`src/rtl/gpio_irq_pkg.sv`:
```
package gpio_irq_pkg;
    localparam int ADDR_W = 3;
    localparam logic [ADDR_W-1:0] OFF_SENSE = 3'd0;
    localparam logic [ADDR_W-1:0] OFF_DUAL  = 3'd1;
    localparam logic [ADDR_W-1:0] OFF_POL   = 3'd2;
    localparam logic [ADDR_W-1:0] OFF_MASK  = 3'd3;
    localparam logic [ADDR_W-1:0] OFF_RAW   = 3'd4;
    localparam logic [ADDR_W-1:0] OFF_MSKD  = 3'd5;
    localparam logic [ADDR_W-1:0] OFF_CLR   = 3'd6;
endpackage

```
`src/rtl/gpio_irq_cfg.sv`:
```
module gpio_irq_cfg
    import gpio_irq_pkg::*;
#(
    parameter int PINS = 8
) (
    input  logic              clk,
    input  logic              rst_n,
    input  logic              wr_en,
    input  logic [ADDR_W-1:0] addr,
    input  logic [PINS-1:0]   wdata,
    output logic [PINS-1:0]   sense_o,
    output logic [PINS-1:0]   dual_o,
    output logic [PINS-1:0]   pol_o,
    output logic [PINS-1:0]   mask_o,
    output logic [PINS-1:0]   clr_o
);
    typedef struct packed {
        logic [PINS-1:0] sense;
        logic [PINS-1:0] dual;
        logic [PINS-1:0] pol;
        logic [PINS-1:0] mask;
    } cfg_t;

    cfg_t cfg_d, cfg_q;
    logic [PINS-1:0] clr_d;

    always_comb begin
        cfg_d = cfg_q;
        clr_d = '0;
        if (wr_en) begin
            case (addr)
                OFF_SENSE: cfg_d.sense = wdata;
                OFF_DUAL:  cfg_d.dual  = wdata;
                OFF_POL:   cfg_d.pol   = wdata;
                OFF_MASK:  cfg_d.mask  = wdata;
                OFF_CLR:   clr_d       = wdata;
                default:   cfg_d       = cfg_q;
            endcase
        end
    end

    always_ff @(posedge clk or negedge rst_n) begin
        if (!rst_n) cfg_q <= '0;
        else        cfg_q <= cfg_d;
    end

    assign sense_o = cfg_q.sense;
    assign dual_o  = cfg_q.dual;
    assign pol_o   = cfg_q.pol;
    assign mask_o  = cfg_q.mask;
    assign clr_o   = clr_d;

    // a clear pulse only exists during a bus write
    p_clr_needs_write_r5: assert property (@(posedge clk) disable iff (!rst_n)
        (clr_o != '0) |-> wr_en);

    // writes to the status offsets leave the configuration alone
    p_status_write_ignored_r2: assert property (@(posedge clk) disable iff (!rst_n)
        (wr_en && (addr == OFF_RAW || addr == OFF_MSKD)) |=> $stable(cfg_q));
endmodule

```
`src/rtl/gpio_irq_pin.sv`:
```
module gpio_irq_pin (
    input  logic clk,
    input  logic rst_n,
    input  logic pin_i,
    input  logic sense_i,
    input  logic dual_i,
    input  logic pol_i,
    input  logic clr_i,
    output logic raw_o
);
    typedef struct packed {
        logic prev;
        logic latch;
    } pin_st_t;

    pin_st_t st_d, st_q;
    logic rise, fall, hit, level_act;

    always_comb begin
        rise      = pin_i & ~st_q.prev;
        fall      = ~pin_i & st_q.prev;
        hit       = dual_i ? (rise | fall) : (pol_i ? rise : fall);
        level_act = pol_i ? pin_i : ~pin_i;
        st_d.prev = pin_i;
        if (sense_i) st_d.latch = 1'b0;
        else         st_d.latch = hit | (st_q.latch & ~clr_i);
        raw_o = sense_i ? level_act : st_q.latch;
    end

    always_ff @(posedge clk or negedge rst_n) begin
        if (!rst_n) st_q <= '0;
        else        st_q <= st_d;
    end

    // latched edge survives while not cleared
    p_edge_hold_r5: assert property (@(posedge clk) disable iff (!rst_n)
        (!sense_i && st_q.latch && !clr_i) |=> st_q.latch);

    // a clear with no new edge empties the latch
    p_clear_works_r5: assert property (@(posedge clk) disable iff (!rst_n)
        (!sense_i && clr_i && (pin_i == st_q.prev)) |=> !st_q.latch);

    // any pin change in dual-edge mode latches, even against a clear
    p_dual_sets_r4: assert property (@(posedge clk) disable iff (!rst_n)
        (!sense_i && dual_i && (pin_i != st_q.prev)) |=> st_q.latch);

    // level mode leaves the edge latch empty
    p_level_drops_latch_r7: assert property (@(posedge clk) disable iff (!rst_n)
        sense_i |=> !st_q.latch);
endmodule

```
`src/rtl/gpio_irq_detect.sv`:
```
module gpio_irq_detect
    import gpio_irq_pkg::*;
#(
    parameter int PINS = 8
) (
    input  logic              clk,
    input  logic              rst_n,
    input  logic              bus_wr,
    input  logic [ADDR_W-1:0] bus_addr,
    input  logic [PINS-1:0]   bus_wdata,
    output logic [PINS-1:0]   bus_rdata,
    input  logic [PINS-1:0]   pin_i,
    output logic              irq_o
);
    logic [PINS-1:0] sense, dual, pol, mask, clr, raw, masked;

    gpio_irq_cfg #(.PINS(PINS)) u_cfg (
        .clk     (clk),
        .rst_n   (rst_n),
        .wr_en   (bus_wr),
        .addr    (bus_addr),
        .wdata   (bus_wdata),
        .sense_o (sense),
        .dual_o  (dual),
        .pol_o   (pol),
        .mask_o  (mask),
        .clr_o   (clr)
    );

    for (genvar g = 0; g < PINS; g++) begin : g_pin
        gpio_irq_pin u_pin (
            .clk     (clk),
            .rst_n   (rst_n),
            .pin_i   (pin_i[g]),
            .sense_i (sense[g]),
            .dual_i  (dual[g]),
            .pol_i   (pol[g]),
            .clr_i   (clr[g]),
            .raw_o   (raw[g])
        );
    end

    always_comb begin
        masked = raw & mask;
        irq_o  = |masked;
        case (bus_addr)
            OFF_SENSE: bus_rdata = sense;
            OFF_DUAL:  bus_rdata = dual;
            OFF_POL:   bus_rdata = pol;
            OFF_MASK:  bus_rdata = mask;
            OFF_RAW:   bus_rdata = raw;
            OFF_MSKD:  bus_rdata = masked;
            default:   bus_rdata = '0;
        endcase
    end

    // with every pin disabled, no interrupt
    p_no_irq_when_masked_r8: assert property (@(posedge clk) disable iff (!rst_n)
        (mask == '0) |-> !irq_o);

    // an enabled, raised status bit always drives the interrupt
    p_irq_from_raw_r9: assert property (@(posedge clk) disable iff (!rst_n)
        ((raw & mask) != '0) |-> irq_o);
endmodule

```
`config.mk`:
```
export PLATFORM = sky130hd
export DESIGN_NAME = gpio_irq_detect
export DESIGN_NICKNAME = d
export VERILOG_FILES = /design/src/rtl/gpio_irq_pkg.sv /design/src/rtl/gpio_irq_cfg.sv /design/src/rtl/gpio_irq_pin.sv /design/src/rtl/gpio_irq_detect.sv
export SDC_FILE = /design/constraint.sdc
export NUM_CORES = 1
export LEC_CHECK = 0
export ABC_AREA = 1
export BUFFER_PORTS_ARGS = -buffer_cell sky130_fd_sc_hd__buf_4
export CAP_MARGIN = 20
export CORE_AREA = 3 3 75 77
export CTS_BUF_LIST = sky130_fd_sc_hd__clkbuf_4
export CTS_CLUSTER_SIZE = 12
export DETAILED_ROUTE_END_ITERATION = 10
export DIE_AREA = 0 0 78 80
export PLACE_DENSITY = 0.87
export SETUP_SLACK_MARGIN = 0.4
export SYNTH_ARGS = -nofsm -noshare
export SYNTH_HDL_FRONTEND = slang
export SYNTH_SLANG_ARGS = --single-unit
```
`constraint.sdc`:
```
create_clock -name clk -period 1.04 [get_ports clk]
set_input_delay 0.104 -clock clk [delete_from_list [all_inputs] [get_ports clk]]
set_output_delay 0.104 -clock clk [all_outputs]
set_load 0.01 [all_outputs]
```
==> results.env, run 1 <==
GLOBALROUTEMET1UTIL=0.3343
FLOORPLAN.INITIALDENSITY=0.5407
P_LEAK_nW=2.257
GRT.OVERFLOW.TOTAL=0
MAX_H_TREE_LEVEL=2
PORT-BUFFER-COUNT=30
WORSTSETUPSTARTPOINTTYPE='flop'
GP_CONGESTION=0.8344
CP.ARRIVAL_NS=1.69
DRC=0
SYNTHESIZED_CELL_AREA_SQ_MM=0.002744
PIN_COUNT_OF_THE_BIGGEST_NET_ENTERING_GLOBAL_ROUTING=31
PIN_COUNT=31
ASYNC_RESET_FF_FRAC=1.000
POST-ROUTE-UTIL=0.8718
CLOCK_TREE.BUFFER_DEPTH=2
FILLCELLCOUNT=237
SYNTH_COMMON_CELLS='136 x nand2_1, 48 x dfrtp_1, 35 x inv_1'
HPWL_MM=5.388
CTS.CLK_SLEW.WORST_PATHS_NS=0.14
INITIALDRTVIOLATIONCOUNT=380
SETUP_REPAIR_AFTER_GLOBAL_ROUTING_MISSED_ITS_MARGIN='yes'
FINALPOWER_mW=6.726
SYNTHDOMINANTCELLAREASHARE=0.4378
FINISH.INSTANCE_AREA_SQ_MM=0.004424
CLKSINKCOUNT=48
GRT_ANTENNA_BEFORE_REPAIR=0
CAP_VIOL_MAX_COUNT=0
WORST-SETUP-PATH-TYPE='flop to output pin'
WORST-PATH-MAX-FANOUT=3
DP.CELLS=516
TOTALWIRELENGTH_MM=11.70
YOSYS_WARNINGS=0
CLK_LATENCY_NS=0.39
WORST_PATH_LARGEST_CELL_DELAY_NS=0.44
MET2_USAGE=0.5522
YS.FLOP_TYPE='dfrtp_1'
CRITPATHREQUIREDTIME_NS=0.94
CELL_SEEN_MOST_OFTEN_AMONG_CRITICAL_PATH_STAGES='nand2_1'
YS_FF_LATCH=48
WORST_PIN_SLEW_NS=0.3149
PLACEABLECOREAREA_SQ_MM=0.005075
GRT.BUSIEST_LAYER='met2'
PLACED_CELL_AREA_SQ_MM=0.003580
DRT-WIRELENGTH-PER-CELL_UM=21.00
DRIVE_GT1_FRAC=0.5154
CTS_TREE='yes'
GRT_FIRST_PASS_WIRELENGTH_MM=14.52
GROUTE.LAYER.MET3.USAGE=0.04740
DRT_PRE_ANTENNA_ITERS=5
ROUTED-VIA-COUNT=3470
CLOCK-ROOT-BUFFER='clkbuf_4'
LIBRARY_CELL_WITH_THE_HIGHEST_INSTANCE_COUNT_AFTER_SYNTHESIS='nand2_1'
SEQ_AREA_FRAC_SYNTH=0.4378
DIE_AREA_SQ_MM=0.006240
FINAL-MAX-SLEW-VIOLATION-COUNT=0
ANTENNADIODECOUNT=0
PLACEMENT_ROWS=26
LAYOUT.CELLS.NON_FILLER=557
RRSETUPSLACK_NS=-0.46
MAXSLEWHEADROOM=0.7878
SYN_TO_FINAL_GROWTH_PCT=61.24
POWER.DENSITY_CELL_AREA_mW_PER_MM2=1520
NUMBER_OF_GLOBAL_ROUTE_VIAS_BEFORE_REPAIR=3174
CELL_COUNT_AFTER_SYNTHESIS=368
TIMING.FINAL.CRIT_SHARE=1.726
MIN-DELAY-PATH-CLASS='input pin to flop'
CPMAXSTAGEDELAYCELL='dfrtp_1'
POST_SYNTH_NUM_CELL_TYPES=18
FINAL_HOLD_VIOL_COUNT=0
FINAL_PERIOD_MINUS_WORST_SETUP_SLACK_NS=1.795
SYNTH-EDFF-COUNT=0
SYNTH_AREA_PER_CELL_SQ_UM=7.456
SYNTH_NETS=406
WORST_CLOCK_SKEW_NS=0.008124
RUN_STATUS='finished with violations'
DIE-HEIGHT_UM=80
CTS_INSERTED_BUFFERS=5
SETUP_VIOLATIONS=18
FIN_WS_NS=-0.7546
FINAL_NETS=524
IRDROPWORSTVDD_mV=1.195
DIE_WIDTH_UM=78
SYNTH_TOP_CELL_BY_AREA='dfrtp_1'
CELLS_ALONG_THE_CRITICAL_PATH='inv_1 > nand2_1 > nand2_2 > nand2_2 > nand3_2 > nand2_1 > nor2_2 > nand2_1 > buf_6'
HIGHEST_CLOCK_FREQUENCY_THE_DESIGN_CAN_MEET_MHz=557.2
VIAS_PER_CELL=6.230
VIOLATIONS_IN_THE_FINAL_REPORTS='negative setup slack'
DETAIL-ROUTE-ANTENNA-NETS=0
CRITPATHCAPTURETYPE='output pin'
GRT_UTIL_ALL_LAYERS=0.2987
SYNTH.TOP_CELLS.BY_AREA='dfrtp_1 44%, nand2_1 19%, ha_1 7.3%, o21ai_1 5.8%, inv_1 4.8%'
-- routing by layer --
layer	up-vias	wire length, um
li1	1432	-
met1	1627	3879
met2	280	5625
met3	131	1146
met4	0	1047
met5	-	0
-- what timing repair did --
| item | 4_1_cts | 5_1_grt |
|---|---|---|
| pin swaps | 53 | 49 |
| cloned | 0 | 0 |
| gates resized for setup | 87 | 77 |
| setup endpoints to repair | 49 | 50 |
| hold buffers | 9 | 0 |
| hold endpoints to repair | 56 | 0 |
| setup buffers | 13 | 11 |
-- cells by family (layout without fill, tap and decap cells) --
group                    count (synthesis)  count (layout)  share of synthesized area
AO/OA/AOI/OAI                           64              64                     0.1167
AND/OR/NAND/NOR                        197             197                     0.3083
buffers and inverters                   43             162                    0.06430
adder cells (fa/ha/maj)                 16              16                    0.07296
flip-flops                              48              48                     0.4378
-- flip-flops by register name, indices dropped and copies added (netlist names) --
| register | count |
|---|---|
| u_cfg.pol_o | 8 |
| u_cfg.dual_o | 8 |
| g_pin.u_pin.st_q | 16 |
| u_cfg.mask_o | 8 |
| u_cfg.sense_o | 8 |
-- cell usage in the layout, fill, tap and decap left out, drive strengths merged --
master,Yosys,routed
nand4,8,8
nor2,14,14
buf,5,107
or2,8,8
inv,38,38
dlygate4sd3,0,8
dfrtp,48,48
clkbuf,0,7
a21oi,9,9
dlymetal6s4s,0,1
nand2,142,142
nand3,25,25
o21ai,55,55
ha,16,16
clkinv,0,1
-- worst paths after layout --
path | start | to | depth (start not counted)
setup / recovery | u_cfg.pol_o[4] | irq_o | 9
hold reg to reg | g_pin[2].u_pin.st_q[0] | g_pin[2].u_pin.st_q[0] | 2
min in group asynchronous | rst_n | g_pin[7].u_pin.st_q[0] | 2
setup reg to reg | u_cfg.pol_o[1] | g_pin[1].u_pin.st_q[0] | 10
max in group asynchronous | rst_n | u_cfg.mask_o[3] | 3
hold / removal | bus_wdata[2] | u_cfg.mask_o[2] | 3
-- critical path, delay by kind of cell (launching register included) --
family,cells,cell delay [ns]
simple gates,7,0.62
flops,1,0.44
buf+inv,2,0.23
-- power breakdown --
part	switching [mW]	leakage, nW	internal [mW]
Sequential	0.370	0.587	2.22
Clock	0.618	0.0338	0.313
Combinational	1.58	1.64	1.62
Total	2.57	2.26	4.16
-- per-stage QoR --
stage / setup TNS (ns) / hold slack (ns) / setup WS, ns
6_report: -6.758 / 0.04769 / -0.7546
5_1_grt: -7.654 / 0.06201 / -0.7934
4_1_cts: -4.975 / 0.03854 / -0.5893
3_5_place_dp: -1.969 / -0.005972 / -0.1944
3_3_place_gp: -0.8632 / -0.003140 / -0.1345
2_1_floorplan: 0 / -0.1916 / 0.02369
-- layout make-up --
type / instances / area, sq um / area share
Inverter: 38 / 162.7 / 0.03676
Timing Repair Buffer: 116 / 1096 / 0.2477
Clock inverter: 1 / 3.754 / 0.0008484
Sequential cell: 48 / 1204 / 0.2721
Multi-Input combinational cell: 277 / 1818 / 0.4109
Tap cell: 70 / 87.58 / 0.01980
Clock buffer: 7 / 52.55 / 0.01188
Power figures use the tool's default switching activity.
==> run 2: changes to the inputs <==
--- a/config.mk
+++ b/config.mk
@@ -8,12 +8,15 @@
 export ABC_AREA = 1
 export BUFFER_PORTS_ARGS = -buffer_cell sky130_fd_sc_hd__buf_4
 export CAP_MARGIN = 20
-export CORE_AREA = 3 3 75 77
+export CELL_PAD_IN_SITES_DETAIL_PLACEMENT = 1
+export CELL_PAD_IN_SITES_GLOBAL_PLACEMENT = 1
+export CORE_AREA = 3 3 87 89
 export CTS_BUF_LIST = sky130_fd_sc_hd__clkbuf_4
 export CTS_CLUSTER_SIZE = 12
 export DETAILED_ROUTE_END_ITERATION = 10
-export DIE_AREA = 0 0 78 80
+export DIE_AREA = 0 0 90 92
 export PLACE_DENSITY = 0.87
+export REMOVE_ABC_BUFFERS = 1
 export SETUP_SLACK_MARGIN = 0.4
 export SYNTH_ARGS = -nofsm -noshare
 export SYNTH_HDL_FRONTEND = slang
==> results.env, run 2 (same netlist as run 1, synthesis figures left out) <==
DIE-HEIGHT_UM=92  # was 80 um
TIMING.FINAL.CRIT_SHARE=1.747  # was 1.726
GP_CONGESTION=0.8386  # was 0.8344
MOST-COMMON-LAYOUT-CELLS='91 x nand2_1, 70 x buf_4, 45 x nand2_2, 45 x dfrtp_1, 34 x buf_6'  # was 89 x nand2_1, 56 x buf_4, 50 x buf_6
GRT_ANTENNA_BEFORE_REPAIR=0  # unchanged
PLACEMENT_ROWS=30  # was 26
WORST_PATH_LARGEST_CELL_DELAY_NS=0.44  # about the same
POWER.DENSITY_CELL_AREA_mW_PER_MM2=1595  # was 1520 mW/mm^2
NUMBER_OF_FLIP_FLOPS_UNDER_THE_LARGEST_REGISTER_NAME=16  # unchanged
WORST-SETUP-PATH-TYPE='flop to output pin'  # unchanged
SEQUENTIAL_CELL_AREA_SQ_MM=0.001205  # was 0.001204 sq mm
PATH_DELAY_FAMILY='simple AND/OR/NAND/NOR gates'  # unchanged
CLOCK_TREE.BUFFER_DEPTH=2  # unchanged
WORST-PATH-MAX-FANOUT=3  # unchanged
IRDROPWORSTVDD_mV=0.9826  # was 1.195 mV
CRITPATHCAPTURETYPE='output pin'  # unchanged
LAYOUT.CELLS.NON_FILLER=581  # was 557
WORSTSETUPSTARTPOINTTYPE='flop'  # unchanged
SETUP_VIOLATIONS=18  # unchanged
NUMBER_OF_GLOBAL_ROUTE_VIAS_BEFORE_REPAIR=3383  # was 3174
SYN_TO_FINAL_GROWTH_PCT=55.59  # was 61.24%
LARGEST-REGISTER='g_pin.u_pin.st_q'  # unchanged
HIGHEST_CLOCK_FREQUENCY_THE_DESIGN_CAN_MEET_MHz=550.5  # was 557.2 MHz
CLKSINKCOUNT=48  # unchanged
MAX_H_TREE_LEVEL=2  # unchanged
INITIALDRTVIOLATIONCOUNT=219  # was 380
DIE_AREA_SQ_MM=0.008280  # was 0.006240 sq mm
FINAL-MAX-SLEW-VIOLATION-COUNT=0  # unchanged
ANTENNADIODECOUNT=0  # unchanged
WHS_NS=0.02400  # was 0.04769 ns
CPMAXSTAGEDELAYCELL='dfrtp_1'  # unchanged
P_LEAK_nW=2.178  # was 2.257 nW
CAP_VIOL_MAX_COUNT=0  # unchanged
CRITPATHREQUIREDTIME_NS=0.94  # about the same
FIN_WS_NS=-0.7764  # was -0.7546 ns
DETAIL-ROUTE-ANTENNA-NETS=0  # unchanged
VIOLATIONS_IN_THE_FINAL_REPORTS='negative setup slack'  # unchanged
DRIVE_GT1_FRAC=0.4825  # was 0.5154
TOTALWIRELENGTH_MM=12.79  # was 11.70 mm
FINAL_HOLD_VIOL_COUNT=0  # unchanged
PLACEABLECOREAREA_SQ_MM=0.006832  # was 0.005075 sq mm
PORT-BUFFER-COUNT=30  # unchanged
SETUP_REPAIR_AFTER_GLOBAL_ROUTING_MISSED_ITS_MARGIN='yes'  # unchanged
GRT_UTIL_ALL_LAYERS=0.2561  # was 0.2987
ROUTED-VIA-COUNT=3242  # was 3470
FLOORPLAN.INITIALDENSITY=0.4016  # was 0.5407
CLOCK-ROOT-BUFFER='clkbuf_4'  # unchanged
RUN_STATUS='finished with violations'  # unchanged
DP.CELLS=541  # was 516
DIE_WIDTH_UM=90  # was 78 um
GRT.OVERFLOW.TOTAL=0  # unchanged
DRT_PRE_ANTENNA_ITERS=5  # unchanged
FINAL_NETS=522  # was 524
PIN_COUNT=31  # unchanged
VIAS_PER_CELL=5.580  # was 6.230
DRT-WIRELENGTH-PER-CELL_UM=22.02  # was 21.00 um
LAYOUT_COMMONEST_CELL='nand2_1'  # unchanged
FILLCELLCOUNT=835  # was 237
PATH_BUF_INV=2  # unchanged
CTS_TREE='yes'  # unchanged
DRC=0  # unchanged
CP.ARRIVAL_NS=1.71  # was 1.69 ns
FINAL_PERIOD_MINUS_WORST_SETUP_SLACK_NS=1.816  # was 1.795 ns
PIN_COUNT_OF_THE_BIGGEST_NET_ENTERING_GLOBAL_ROUTING=29  # was 31
WORST_PIN_SLEW_NS=0.3542  # was 0.3149 ns
MIN-DELAY-PATH-CLASS='input pin to flop'  # unchanged
CELL_SEEN_MOST_OFTEN_AMONG_CRITICAL_PATH_STAGES='nand2_2'  # was nand2_1
WORST_CLOCK_SKEW_NS=0.007081  # was 0.008124 ns
HPWL_MM=6.391  # was 5.388 mm
CTS.CLK_SLEW.WORST_PATHS_NS=0.16  # was 0.14 ns
AREA_TAKEN_BY_MULTI_INPUT_LOGIC_GATES_SQ_MM=0.001703  # was 0.001818 sq mm
CELLS_ALONG_THE_CRITICAL_PATH='inv_2 > nand2_2 > nand2_2 > nand2_2 > nand3_2 > nand2_2 > nor2_2 > nand2_1 > buf_6'  # was inv_1 > nand2_1 > nand2_2 > nand2_2 > nand3_2 > nand2_1 > nor2_2 > nand2_1 > buf_6
CLK_LATENCY_NS=0.39  # about the same
MAXSLEWHEADROOM=0.7636  # was 0.7878
CTS_INSERTED_BUFFERS=5  # unchanged
GRT_FIRST_PASS_WIRELENGTH_MM=16.95  # was 14.52 mm
## run 2: repair_timing
item,4_1_cts,5_1_grt
pin swaps,40,32
endpoints found under the setup margin,49,60
buffers inserted,10,13
hold endpoints to repair,56,0
resized for setup,100,63
gates cloned,0,0
hold buffers,9,0
## run 2: power by group
part	internal, mW	total [mW]	switching [mW]
logic	1.47	3.00	1.53
clock network	0.504	1.21	0.708
registers	2.22	2.60	0.373
total	4.19	6.81	2.61
## run 2: per-layer routing
layer | track usage | vias to the layer above | share of wire | wire (um)
li1 | - | 1415 | - | -
met4 | 0.1135 | 0 | 0.044 | 565
met5 | 0 | - | 0 | 0
met3 | 0.04758 | 54 | 0.070 | 899
met2 | 0.4456 | 156 | 0.50 | 6346
met1 | 0.3089 | 1617 | 0.39 | 4983
## run 2: worst min-delay path: stages
cell     delay [ns]
buf_4          0.07
inv_1          0.07
o21ai_1        0.14
## run 2: area by class of cell
| type | instances | area share |
|---|---|---|
| Inverter | 38 | 0.03341 |
| Sequential cell | 48 | 0.2822 |
| Timing Repair Buffer | 114 | 0.2386 |
| Tap cell | 96 | 0.02814 |
| Multi-Input combinational cell | 277 | 0.3989 |
| Clock inverter | 3 | 0.009965 |
| Clock buffer | 5 | 0.008793 |
## run 2: final timing paths
| kind | cells after the start | endpoint | slack (ns) | from |
|---|---|---|---|---|
| setup / recovery | 9 | irq_o | -0.78 | u_cfg.pol_o[4] |
| hold / removal | 3 | u_cfg.mask_o[4] | 0.02 | bus_wdata[4] |
| setup reg to reg | 9 | g_pin[6].u_pin.st_q[0] | -0.36 | u_cfg.pol_o[6] |
| hold reg to reg | 2 | u_cfg.dual_o[0] | 0.57 | u_cfg.dual_o[0] |
| max in group asynchronous | 3 | u_cfg.pol_o[1] | 0.51 | rst_n |
| min in group asynchronous | 2 | u_cfg.pol_o[5] | 0.10 | rst_n |
## run 2: through the flow
stage	cell area, sq um	util	setup WS [ns]	setup TNS [ns]	power, mW
finish	4269	0.6249	-0.7764	-6.671	6.808
CTS	3979	0.5824	-0.6333	-4.944	6.042
floorplan	2710	-	-0.06468	-0.06468	3.390
global placement	3458	0.5062	-0.2548	-1.641	4.188
global route	4269	0.6249	-0.8443	-7.793	7.117
detailed placement	3458	0.5062	-0.2604	-2.860	4.334
==> run 3: changes to the inputs <==
--- a/config.mk
+++ b/config.mk
@@ -15,6 +15,7 @@
 export CTS_CLUSTER_SIZE = 12
 export DETAILED_ROUTE_END_ITERATION = 10
 export DIE_AREA = 0 0 90 92
+export GPL_ROUTABILITY_DRIVEN = 0
 export PLACE_DENSITY = 0.87
 export REMOVE_ABC_BUFFERS = 1
 export SETUP_SLACK_MARGIN = 0.4
==> constraint.sdc (replaced) <==
create_clock -name clk -period 1.58 [get_ports clk]
set_input_delay 0.158 -clock clk [delete_from_list [all_inputs] [get_ports clk]]
set_output_delay 0.158 -clock clk [all_outputs]
set_load 0.01 [all_outputs]
==> results.env, run 3 (same netlist as run 1, synthesis figures left out) <==
WORSTSETUPSTARTPOINTTYPE='flop'  # unchanged
FINAL-MAX-SLEW-VIOLATION-COUNT=0  # unchanged
DRT-WIRELENGTH-PER-CELL_UM=15.71  # was 22.02 um
MOST-COMMON-LAYOUT-CELLS='120 x nand2_1, 48 x dfrtp_1, 47 x buf_4'  # was 91 x nand2_1, 70 x buf_4, 45 x nand2_2, 45 x dfrtp_1, 34 x buf_6
POWER.DENSITY_CELL_AREA_mW_PER_MM2=1044  # was 1595 mW/mm^2
ROUTED-VIA-COUNT=2757  # was 3242
LAYOUT_COMMONEST_CELL='nand2_1'  # unchanged
WL_MET2_MM=4.169  # was 6.346 mm
CAP_VIOL_MAX_COUNT=0  # unchanged
DIE_WIDTH_UM=90  # unchanged
WHS_NS=0.07452  # was 0.02400 ns
CTS.CLK_SLEW.WORST_PATHS_NS=0.16  # about the same
CTS_TREE='yes'  # unchanged
HIGHEST-SIGNAL-LAYER='met4'  # unchanged
FINAL_PERIOD_MINUS_WORST_SETUP_SLACK_NS=1.731
CELL_SEEN_MOST_OFTEN_AMONG_CRITICAL_PATH_STAGES='nand2_1'  # was nand2_2
PIN_COUNT=31  # unchanged
VIAS_PER_CELL=5.115  # was 5.580
DRC=0  # unchanged
AREA_TAKEN_BY_MULTI_INPUT_LOGIC_GATES_SQ_MM=0.001531  # was 0.001703 sq mm
FINAL_HOLD_VIOL_COUNT=0  # unchanged
ANTENNADIODECOUNT=0  # unchanged
P_COMB_FRAC=0.370  # was 0.440
WORST_PATH_LARGEST_CELL_DELAY_NS=0.42  # was 0.44 ns
FF2FF_PATH_DEPTH=7  # was 9
CTS_INSERTED_BUFFERS=5  # unchanged
RRSETUPSLACK_NS=0.45  # was -0.36 ns
CLOCK_TREE.BUFFER_DEPTH=2  # unchanged
FINAL_NETS=480  # was 522
PORT-BUFFER-COUNT=30  # unchanged
SEQUENTIAL_SHARE_OF_POWER=0.431  # was 0.382
FLOORPLAN.INITIALDENSITY=0.4016  # unchanged
MAXSLEWHEADROOM=0.5761  # was 0.7636
FILLCELLCOUNT=880  # was 835
CELLS_ALONG_THE_CRITICAL_PATH='inv_1 > nand2_1 > nand3_1 > nand3_1 > nand2_1 > nor2_2 > nand2_1 > buf_6'  # was inv_2 > nand2_2 > nand2_2 > nand2_2 > nand3_2 > nand2_2 > nor2_2 > nand2_1 > buf_6
TOTALWIRELENGTH_MM=8.465  # was 12.79 mm
MIN-DELAY-PATH-CLASS='input pin to flop'  # unchanged
VIOLATIONS_IN_THE_FINAL_REPORTS='negative setup slack'  # unchanged
GRT.OVERFLOW.TOTAL=0  # unchanged
CLK_LATENCY_NS=0.38  # was 0.39 ns
CLOCK-ROOT-BUFFER='clkbuf_4'  # unchanged
FIN_WS_NS=-0.1506  # was -0.7764 ns
PIN_COUNT_OF_THE_BIGGEST_NET_ENTERING_GLOBAL_ROUTING=49  # was 29
IRDROPWORSTVDD_mV=0.5808  # was 0.9826 mV
NET_SW_FRAC=0.3528  # was 0.3840
DRT_PRE_ANTENNA_ITERS=4  # was 5
DRIVE_GT1_FRAC=0.3002  # was 0.4825
POWER_SWITCHING_mW=1.363  # was 2.614 mW
SETUP_VIOLATIONS=5  # was 18
GRT_UTIL_ALL_LAYERS=0.2012  # was 0.2561
WORST_PIN_SLEW_NS=0.6358  # was 0.3542 ns
PLACEMENT_ROWS=30  # unchanged
MAX_H_TREE_LEVEL=2  # unchanged
WORST_CLOCK_SKEW_NS=0.01557  # was 0.007081 ns
DIE_AREA_SQ_MM=0.008280  # unchanged
DIE-HEIGHT_UM=92  # unchanged
WORST-PATH-MAX-FANOUT=4  # was 3
LARGEST-REGISTER='g_pin.u_pin.st_q'  # unchanged
WL_MET3_UM=273  # was 899 um
NUMBER_OF_FLIP_FLOPS_UNDER_THE_LARGEST_REGISTER_NAME=16  # unchanged
DEPTH_OF_THE_WORST_HOLD_TIMING_PATH=3  # unchanged
CPMAXSTAGEDELAYCELL='dfrtp_1'  # unchanged
HIGHEST_CLOCK_FREQUENCY_THE_DESIGN_CAN_MEET_MHz=577.8
HPWL_MM=5.049  # was 6.391 mm
INTPOWER_mW=2.499  # was 4.194 mW
CP.ARRIVAL_NS=1.57  # was 1.71 ns
RR_ENDPOINT='g_pin[3].u_pin.st_q[0]'  # was g_pin[6].u_pin.st_q[0]
LAYOUT.CELLS.NON_FILLER=539  # was 581
SETUP_REPAIR_AFTER_GLOBAL_ROUTING_MISSED_ITS_MARGIN='yes'  # unchanged
NUMBER_OF_GLOBAL_ROUTE_VIAS_BEFORE_REPAIR=2845  # was 3383
PLACEABLECOREAREA_SQ_MM=0.006832  # unchanged
SEQUENTIAL_CELL_AREA_SQ_MM=0.001201  # was 0.001205 sq mm
SYN_TO_FINAL_GROWTH_PCT=34.79  # was 55.59%
PWR-SHARE-CLK=0.199  # was 0.178
TIMING.FINAL.CRIT_SHARE=1.095
WORSTREG2REGSTART='u_cfg.pol_o[3]'  # was u_cfg.pol_o[6]
CLKSINKCOUNT=48  # unchanged
RUN_STATUS='finished with violations'  # unchanged
P_LEAK_nW=1.928  # was 2.178 nW
WORSTHOLDENDPOINT='u_cfg.sense_o[2]'  # was u_cfg.mask_o[4]
MIN_FROM='bus_wdata[2]'  # was bus_wdata[4]
DP.CELLS=491  # was 541
WORST-SETUP-PATH-TYPE='flop to output pin'  # unchanged
DETAIL_ROUTE.WIRELENGTH.MET1_MM=3.840  # was 4.983 mm
GRT_ANTENNA_BEFORE_REPAIR=0  # unchanged
GRT_FIRST_PASS_WIRELENGTH_MM=13.57  # was 16.95 mm
INITIALDRTVIOLATIONCOUNT=130  # was 219
DETAIL-ROUTE-ANTENNA-NETS=0  # unchanged
CRITPATHCAPTURETYPE='output pin'  # unchanged
CRITPATHREQUIREDTIME_NS=1.42  # was 0.94 ns
## run 3: cell count changes in the layout (fill, tap and decap cells not counted), sizes merged
cell      before  now
buf          105   63
clkinvlp       0    1
clkinv         2    1
## run 3: worst max path at each step
stage,endpoint,startpoint,slack [ns],depth (start not counted)
after floorplan,irq_o,u_cfg.sense_o[5],0.42,5
after global placement,irq_o,u_cfg.sense_o[0],0.20,6
after detailed placement,irq_o,u_cfg.sense_o[0],0.17,6
after CTS,irq_o,u_cfg.pol_o[3],-0.13,9
after global routing,irq_o,u_cfg.pol_o[3],-0.22,9
final,irq_o,u_cfg.pol_o[1],-0.15,8
## run 3: routing by layer
layer  vias to the layer above  global-route usage
met2                        50              0.3435
met4                         0             0.05357
li1                       1341                   -
met5                         -                   0
met3                        18             0.03445
met1                      1348              0.2644
## run 3: final cells by class
cell class,count,share of cell area
Inverter,38,0.03857
Tap cell,96,0.03248
Timing Repair Buffer,72,0.1685
Clock inverter,3,0.01150
Sequential cell,48,0.3248
Multi-Input combinational cell,277,0.4141
Clock buffer,5,0.01015
## run 3: timing repair
action,CTS,global route
gates cloned,0,0
endpoints found under the setup margin,9,13
hold endpoints to repair,56,0
setup buffers,25,6
resized for setup,51,31
pin swaps,26,23
hold buffers,9,0
## run 3: power groups by stage
stage	clock network, mW	logic (mW)	registers, mW
6_report	0.769	1.43	1.66
5_1_grt	0.833	1.58	1.70
4_1_cts	0.778	1.27	1.64
3_5_place_dp	0	0.910	1.69
3_3_place_gp	0	0.869	1.67
2_1_floorplan	0	0.600	1.63
## run 3: worst max-delay path, delay by kind of cell, from the launching register on
family                 cells  cell delay [ns]
buffers and inverters      2             0.21
and+or+nand+nor            6             0.58
DFF                        1             0.42
## run 3: through the flow
stage	utilization	cell area, sq um	setup WS, ns	setup TNS [ns]	power (mW)
3_3_place_gp	0.4495	3070	0.1991	0	2.539
6_report	0.5414	3699	-0.1506	-0.3296	3.862
3_5_place_dp	0.4495	3070	0.1735	0	2.597
2_1_floorplan	-	2710	0.4213	0	2.232
5_1_grt	0.5414	3699	-0.2239	-0.9917	4.118
4_1_cts	0.5209	3558	-0.1337	-0.2771	3.696
